## config.mk

```make
export PLATFORM = sky130hd
export DESIGN_NAME = tx_bit_retimer
export DESIGN_NICKNAME = d
export VERILOG_FILES = /design/src/rtl/retime_pkg.sv /design/src/rtl/retime_sync.sv /design/src/rtl/retime_tick.sv /design/src/rtl/retime_fsm.sv /design/src/rtl/tx_bit_retimer.sv
export SDC_FILE = /design/constraint.sdc
export NUM_CORES = 1
export LEC_CHECK = 0
export BUFFER_PORTS_ARGS = -buffer_cell sky130_fd_sc_hd__buf_2
export CAP_MARGIN = 20
export CORE_AREA = 2 2 39 41
export CTS_CLUSTER_SIZE = 20
export DETAILED_ROUTE_END_ITERATION = 12
export DIE_AREA = 0 0 41 43
export GPL_ROUTABILITY_DRIVEN = 0
export SETUP_SLACK_MARGIN = 0.5
export SYNTH_ARGS = -nofsm -noshare
export SYNTH_HDL_FRONTEND = slang
export SYNTH_SLANG_ARGS = --single-unit
```

## constraint.sdc

```tcl
create_clock -name clk -period 1.7 [get_ports clk]
set_input_delay 0.17 -clock clk [delete_from_list [all_inputs] [get_ports clk]]
set_output_delay 0.17 -clock clk [all_outputs]
set_load 0.02 [all_outputs]
```

## src/rtl/retime_pkg.sv

```systemverilog
package retime_pkg;

    typedef enum logic [1:0] {
        ST_PASS    = 2'd0,
        ST_RT_REQ  = 2'd1,
        ST_RT_HELD = 2'd2
    } mode_state_t;

    localparam logic MARK = 1'b1;

endpackage

```

## src/rtl/retime_sync.sv

```systemverilog
module retime_sync #(
    parameter int          WIDTH     = 1,
    parameter int          STAGES    = 2,
    parameter logic [WIDTH-1:0] RESET_VAL = '1
) (
    input  logic             clk,
    input  logic             rst,
    input  logic [WIDTH-1:0] async_i,
    output logic [WIDTH-1:0] sync_o
);

    logic [WIDTH-1:0] pipe [STAGES];

    always_ff @(posedge clk) begin
        if (rst) pipe[0] <= RESET_VAL;
        else     pipe[0] <= async_i;
    end

    for (genvar s = 1; s < STAGES; s++) begin : g_stage
        always_ff @(posedge clk) begin
            if (rst) pipe[s] <= RESET_VAL;
            else     pipe[s] <= pipe[s-1];
        end
    end

    assign sync_o = pipe[STAGES-1];

endmodule

```

## src/rtl/retime_tick.sv

```systemverilog
module retime_tick #(
    parameter int DIV_CYCLES = 16
) (
    input  logic clk,
    input  logic rst,
    input  logic en_i,
    output logic tick_o
);

    localparam int CW = (DIV_CYCLES > 1) ? $clog2(DIV_CYCLES) : 1;
    localparam logic [CW-1:0] LAST = CW'(DIV_CYCLES - 1);

    logic [CW-1:0] cnt_q;

    assign tick_o = en_i && (cnt_q == LAST);

    always_ff @(posedge clk) begin
        if (rst)               cnt_q <= '0;
        else if (en_i) begin
            if (cnt_q == LAST) cnt_q <= '0;
            else               cnt_q <= cnt_q + 1'b1;
        end
    end

    if (DIV_CYCLES > 1) begin : g_tick_chk
        // a tick never lasts two cycles
        p_single_pulse_r3: assert property (@(posedge clk) disable iff (rst)
            tick_o |=> !tick_o);
    end

endmodule

```

## src/rtl/retime_fsm.sv

```systemverilog
module retime_fsm
    import retime_pkg::*;
(
    input  logic        clk,
    input  logic        rst,
    input  logic        tick_i,
    input  logic        strobe_i,
    output logic        retimed_o,
    output logic        ready_n_o
);

    mode_state_t state_q, state_d;

    always_comb begin
        state_d = state_q;
        if (tick_i) begin
            state_d = strobe_i ? ST_PASS : ST_RT_REQ;
        end else begin
            unique case (state_q)
                ST_PASS:    state_d = ST_PASS;
                ST_RT_REQ:  state_d = strobe_i ? ST_RT_HELD : ST_RT_REQ;
                ST_RT_HELD: state_d = ST_RT_HELD;
                default:    state_d = ST_PASS;
            endcase
        end
    end

    always_ff @(posedge clk) begin
        if (rst) state_q <= ST_PASS;
        else     state_q <= state_d;
    end

    always_comb begin
        retimed_o = 1'b0;
        ready_n_o = 1'b1;
        unique case (state_q)
            ST_PASS:    begin retimed_o = 1'b0; ready_n_o = 1'b1; end
            ST_RT_REQ:  begin retimed_o = 1'b1; ready_n_o = 1'b0; end
            ST_RT_HELD: begin retimed_o = 1'b1; ready_n_o = 1'b1; end
            default:    begin retimed_o = 1'b0; ready_n_o = 1'b1; end
        endcase
    end

    // mode changes only at a tick
    p_mode_hold_r4: assert property (@(posedge clk) disable iff (rst)
        !tick_i |=> $stable(retimed_o));

    // low strobe at a tick raises the request
    p_req_on_tick_r6: assert property (@(posedge clk) disable iff (rst)
        (tick_i && !strobe_i) |=> !ready_n_o);

    // strobe high between ticks withdraws the request
    p_release_r7: assert property (@(posedge clk) disable iff (rst)
        (!ready_n_o && strobe_i && !tick_i) |=> ready_n_o);

endmodule

```

## src/rtl/tx_bit_retimer.sv

```systemverilog
module tx_bit_retimer
    import retime_pkg::*;
#(
    parameter int DIV_CYCLES  = 16,
    parameter int SYNC_STAGES = 2
) (
    input  logic clk,
    input  logic rst,
    input  logic host_data,
    input  logic host_strobe,
    input  logic tick_en,
    output logic mod_data,
    output logic load_req_n
);

    logic [1:0] pins_s;
    logic       data_s, strobe_s, strobe_d;
    logic       strobe_rise;
    logic       tick;
    logic       hold_q, out_q;
    logic       retimed;

    retime_sync #(
        .WIDTH     (2),
        .STAGES    (SYNC_STAGES),
        .RESET_VAL ({MARK, 1'b1})
    ) u_sync (
        .clk     (clk),
        .rst     (rst),
        .async_i ({host_data, host_strobe}),
        .sync_o  (pins_s)
    );

    assign data_s   = pins_s[1];
    assign strobe_s = pins_s[0];

    always_ff @(posedge clk) begin
        if (rst) strobe_d <= 1'b1;
        else     strobe_d <= strobe_s;
    end

    assign strobe_rise = strobe_s && !strobe_d;

    retime_tick #(
        .DIV_CYCLES (DIV_CYCLES)
    ) u_tick (
        .clk    (clk),
        .rst    (rst),
        .en_i   (tick_en),
        .tick_o (tick)
    );

    // holding stage: loaded by the host strobe edge
    always_ff @(posedge clk) begin
        if (rst)              hold_q <= MARK;
        else if (strobe_rise) hold_q <= data_s;
    end

    // output stage: loaded on the bit tick
    always_ff @(posedge clk) begin
        if (rst)       out_q <= MARK;
        else if (tick) out_q <= hold_q;
    end

    retime_fsm u_fsm (
        .clk       (clk),
        .rst       (rst),
        .tick_i    (tick),
        .strobe_i  (strobe_s),
        .retimed_o (retimed),
        .ready_n_o (load_req_n)
    );

    assign mod_data = retimed ? out_q : data_s;

    // retimed output is frozen between ticks
    p_retimed_stable_r5: assert property (@(posedge clk) disable iff (rst)
        (retimed && !tick) |=> $stable(mod_data));

    // high strobe at a tick selects the transparent path
    p_pass_follow_r2: assert property (@(posedge clk) disable iff (rst)
        (tick && strobe_s) |=> (mod_data == data_s));

    // strobe edge captures the data bit
    p_capture_r8: assert property (@(posedge clk) disable iff (rst)
        strobe_rise |=> (hold_q == $past(data_s)));

endmodule

```

# Word-level counts from Yosys, hierarchy flattened
# Memory sizes are Yosys's and may differ from the RTL's.
# Index checks and enable logic that the tools add are counted.
[classes]
addsub = 1
n_eq_ne = 3
n_mux = 13
bitwise_logic = 2
reduce_logical = 4
[op_table]
columns = ["op", "count"]
rows = [
  ["2-to-1 mux 2 bit", 4],
  ["2-to-1 mux 1 bit", 7],
  ["adder 4 x 1 -> 4 bit (second input constant)", 1],
  ["== test 4 bit (second input constant)", 1],
  ["2-to-1 mux 4 bit", 1],
  ["case mux 2 bit (2 select lines)", 1],
  ["== test 2 x 1 -> 1 bit (second input constant)", 1],
  ["== test 2 bit (second input constant)", 1],
  ["logical AND 1 bit", 2],
  ["bitwise OR 1 bit", 2],
  ["OR reduction 2 bit", 1],
  ["logical NOT 1 bit", 1],
]
[word_totals]
ff_bits = 9
ramBits = 4
in_bits = 5
output_inout_bits = 2
mem_count = 1
[mem_list]
columns = ["name", "depth", "word_bits", "read_ports", "rd_clocked_by_memory_dff", "write_ports", "line", "text"]
rows = [
  ["u_sync.pipe", 2, 2, 2, 0, 2, "retime_sync.sv:12", "logic [WIDTH-1:0] pipe [STAGES];"],
]

# Longest topological paths before layout
[logic_depth]
word_depth = 4
depth_mapped = 4

# Hierarchy
# From an unflattened synthesis, not the netlist that was laid out.
[unflattened]
hier_cells = 51
hier_area_um2 = 519.2
[modules_own_cells]
columns = ["mod", "instances", "cells_per_inst", "area_each_um2", "seq_area_each_um2"]
rows = [
  ["retime_tick", 1, 20, 183.9, 80.1],
  ["tx_bit_retimer", 1, 11, 123.9, 60.1],
  ["retime_fsm", 1, 12, 106.4, 40.0],
  ["retime_sync", 1, 8, 105.1, 80.1],
]

# Least setup slack after synthesis
# No wires, ideal clock.
[synth_path]
path_type = "register to output"
start = "reg u_fsm.state_q[0]"
end = "out mod_data"
t_arrival_ns = 1.013
path_slack_ns = 0.517
path_stages_with_launch = 4
cell_sequence = "dfxtp_1 > inv_1 > ha_1 > mux2_2"
[synth_via]
elab_chain_len = 4
elab_cells_between_ends = 5
classes_between = "2 x eq/ne; 2 x mux; 1 x reduce/logical"
[synth_lines]
columns = ["item", "line", "text"]
rows = [
  ["from (decl)", "retime_fsm.sv:12", "mode_state_t state_q, state_d;"],
  ["from (signal assigned)", "retime_fsm.sv:30", "else state_q <= state_d;"],
  ["== test 2 bit or == test 2 x 1 -> 1 bit (tied branches)", "retime_fsm.sv:36", "unique case (state_q)"],
  ["OR reduction 2 bit (no source line) *", "n/a", ""],
  ["2-to-1 mux 1 bit *", "retime_fsm.sv:36", ""],
  ["2-to-1 mux 1 bit *", "tx_bit_retimer.sv:74", "assign mod_data = retimed ? out_q : data_s;"],
  ["to (decl)", "tx_bit_retimer.sv:12", "output logic mod_data,"],
]
# Every way passes the cells marked *; elsewhere a longest branch is shown, timed or not.

# Worst setup path in the final report
# Same ends and word-level chain as after synthesis.

==> results.cfg <==
[outcome]
status = complete, no violations

[synthesis]
proportion_of_netlist_area_held_by_the_largest_area_contributor = 0.5361
post_synth_inst_count = 47
ys_seq_area_frac = 0.5361
synth.largest_area_cell = dfxtp_1
synthesis.area_sq_um = 485.5
synthTopCellsByArea = dfxtp_1, ha_1, or2_2
synthesis.yosys.warnings = 0
yosysUniqueCellTypes = 19
synth.ff_latch_count = 13
syn-num-nets = 55
syn-mean-instance-area_sq_um = 10.33

[pwr]
static-leakage-power_nw = 0.2563
vdd_ir_drop_max_v = 0.0004730
power.density_nw_per_um2 = 900.8
overall_power_mw = 0.5308

[final_layout]
finalInstanceArea_sq_um = 589.3
flow.area_growth_from_synthesis_pct = 21.39
drive_above_1_share = 0.3571
final_net_count = 65
antenna-diode-count = 0
util_after_layout = 0.4259
finish.cell_count_without_fillers = 72

[critical_path]
crit_arrival_ns = 1.34
max_stage_delay_ns = 0.34
critPathCaptureType = primary output
path_cells = inv_2 > ha_4 > mux2_4 > buf_6
timing.critical_path.required_ns = 1.53
critical_path.max_fanout = 2
timing_worst_setup_path_type = reg2out
timing.critical_path.from_type = register
cp_max_stage_cell = dfxtp_2

[timing]
timing.final.ws_setup_ns = 0.1904
hold_slack_ns = 0.09062
grt_setup_unrepaired = true
fin_tns_setup_ns = 0
worst_slew_pin_slew_ns = 0.1175
fmaxAchievable_mhz = 662.4
timing.clock.skew_ns = 0.004936
maxSlewHeadroom = 0.9195
maxSlewViolCount = 0
setup_viol_count_final = 0
post-route-min-period_ns = 1.510
fin_crit_sh = 0.8880
finalHoldViolCount = 0

[clock_tree]
tritoncts_clock_tree = yes
cts_buffer_depth = 2
cts_hold_buf = 0
ctsHtreeMaxLevel = 1
insertion_delay_ns = 0.26
cts_root_buf = clkbuf_4
cts.sinks = 13
cts.reportedPaths.clkPinSlew_ns = 0.07
cts_buffers = 3

[floorplan]
rows = 14
die_h_um = 43
die_w_um = 41
die_area_sq_um = 1763
ioPinCount = 7
design.core.area_sq_um = 1384
initial_core_util = 0.3508

[global_routing]
grt.total_usage = 0.09677
grt_overflow_total = 0
grt_pass1_vias = 279
grt_antenna_before_repair = 0
grt_max_degree = 11
grt_first_pass_wirelength_um = 1110

[detailed_routing]
met3RoutedLength_um = 22
ant_nets = 0
route.vias.total = 318
routed_wirelength_um = 686
routed.top_layer = met4
route.detailed.drc = 0
drt-vias-per-instance = 4.417
routed_wire_length_per_instance_um = 9.528
wl_met1_um = 316
dr.pass1.iters = 4
drt-initial-drc-count = 2
met2_wirelength_um = 332

[placement]
dp.cells = 68
detailed_place.area_sq_um = 531.8
hpwlAfterDp_um = 500.2
placement.io_buffers = 6
pre_cts_slack_ns = 0.3843

[min_path]
hold_path.class = in2reg

[job]
maxCapViolCount = 0
## registers in the layout, summed over array words and instances (netlist names)
signal,flops
strobe_d,1
u_fsm.state_q,2
u_sync.pipe,4
u_tick.cnt_q,4
out_q,1
hold_q,1
## cells in the final DEF (no fill, tap or decap), drive strengths merged, types with 2 or more instances in the layout
master / instances
xor2: 2
inv: 4
buf: 6
clkbuf: 4
a211o: 2
a21oi: 2
dfxtp: 13
or2: 5
nor2: 6
nand4: 2
ha: 3
## kinds of logic after synthesis
logic type,Yosys count,share of synthesized area
AOI/OAI and AO/OA,4,0.05671
xor gates and xnor gates,3,0.05413
adders and majority gates,3,0.07733
buffers and inverters,5,0.03864
DFF,13,0.5361
muxes,2,0.04381
and+or+nand+nor,17,0.1933
## layout make-up
type | count | area [sq um]
Clock buffer | 4 | 26.28
Fill cell | 143 | 794.5
Inverter | 4 | 15.01
Multi-Input combinational cell | 29 | 222.7
Sequential cell | 13 | 262.8
Tap cell | 16 | 20.02
Timing Repair Buffer | 6 | 42.54
## report_power, final
group          internal [mW]  switching (mW)
logic                 0.0180          0.0150
clock network         0.0905          0.0859
registers              0.315         0.00618
## critical path: cells and delay by family (launching register included)
kind                       cells  cell delay, ns
DFF                            1            0.34
muxes                          1            0.30
adders and majority gates      1            0.26
buffers and inverters          2            0.17
## routing by layer
metal / global-route usage / vias to the layer above
met5: 0 / -
met4: 0.06000 / 0
met3: 0.04712 / 2
met2: 0.1375 / 6
met1: 0.1107 / 141
li1: - / 169
## repair_timing
item / 4_1_cts / 5_1_grt
pin swaps: 0 / 0
setup buffers: 0 / 0
gates resized for setup: 10 / 0
endpoints found under the setup margin: 2 / 2
## synthesized netlist by cell type, drive strengths merged
| master | instances |
|---|---|
| dfxtp | 13 |
| nand2 | 1 |
| a21oi | 2 |
| a211o | 2 |
| xor2 | 2 |
| or2 | 5 |
| nor2 | 6 |
| nand4 | 2 |
| nor3 | 1 |
| xnor2 | 1 |
| nand2b | 1 |
| inv | 4 |
| clkbuf | 1 |
| mux2i | 1 |
| ha | 3 |
| mux2 | 1 |
| nor2b | 1 |
## worst paths after layout
| kind | endpoint | depth (start not counted) | start | slack [ns] |
|---|---|---|---|---|
| hold reg to reg | u_sync.pipe[1][0] | 1 | u_sync.pipe[0][0] | 0.41 |
| setup / recovery | mod_data | 4 | u_fsm.state_q[0] | 0.19 |
| setup reg to reg | out_q | 3 | u_tick.cnt_q[0] | 0.56 |
| hold / removal | u_sync.pipe[0][1] | 2 | host_data | 0.09 |
No activity file was read; power rests on OpenSTA's default activity.
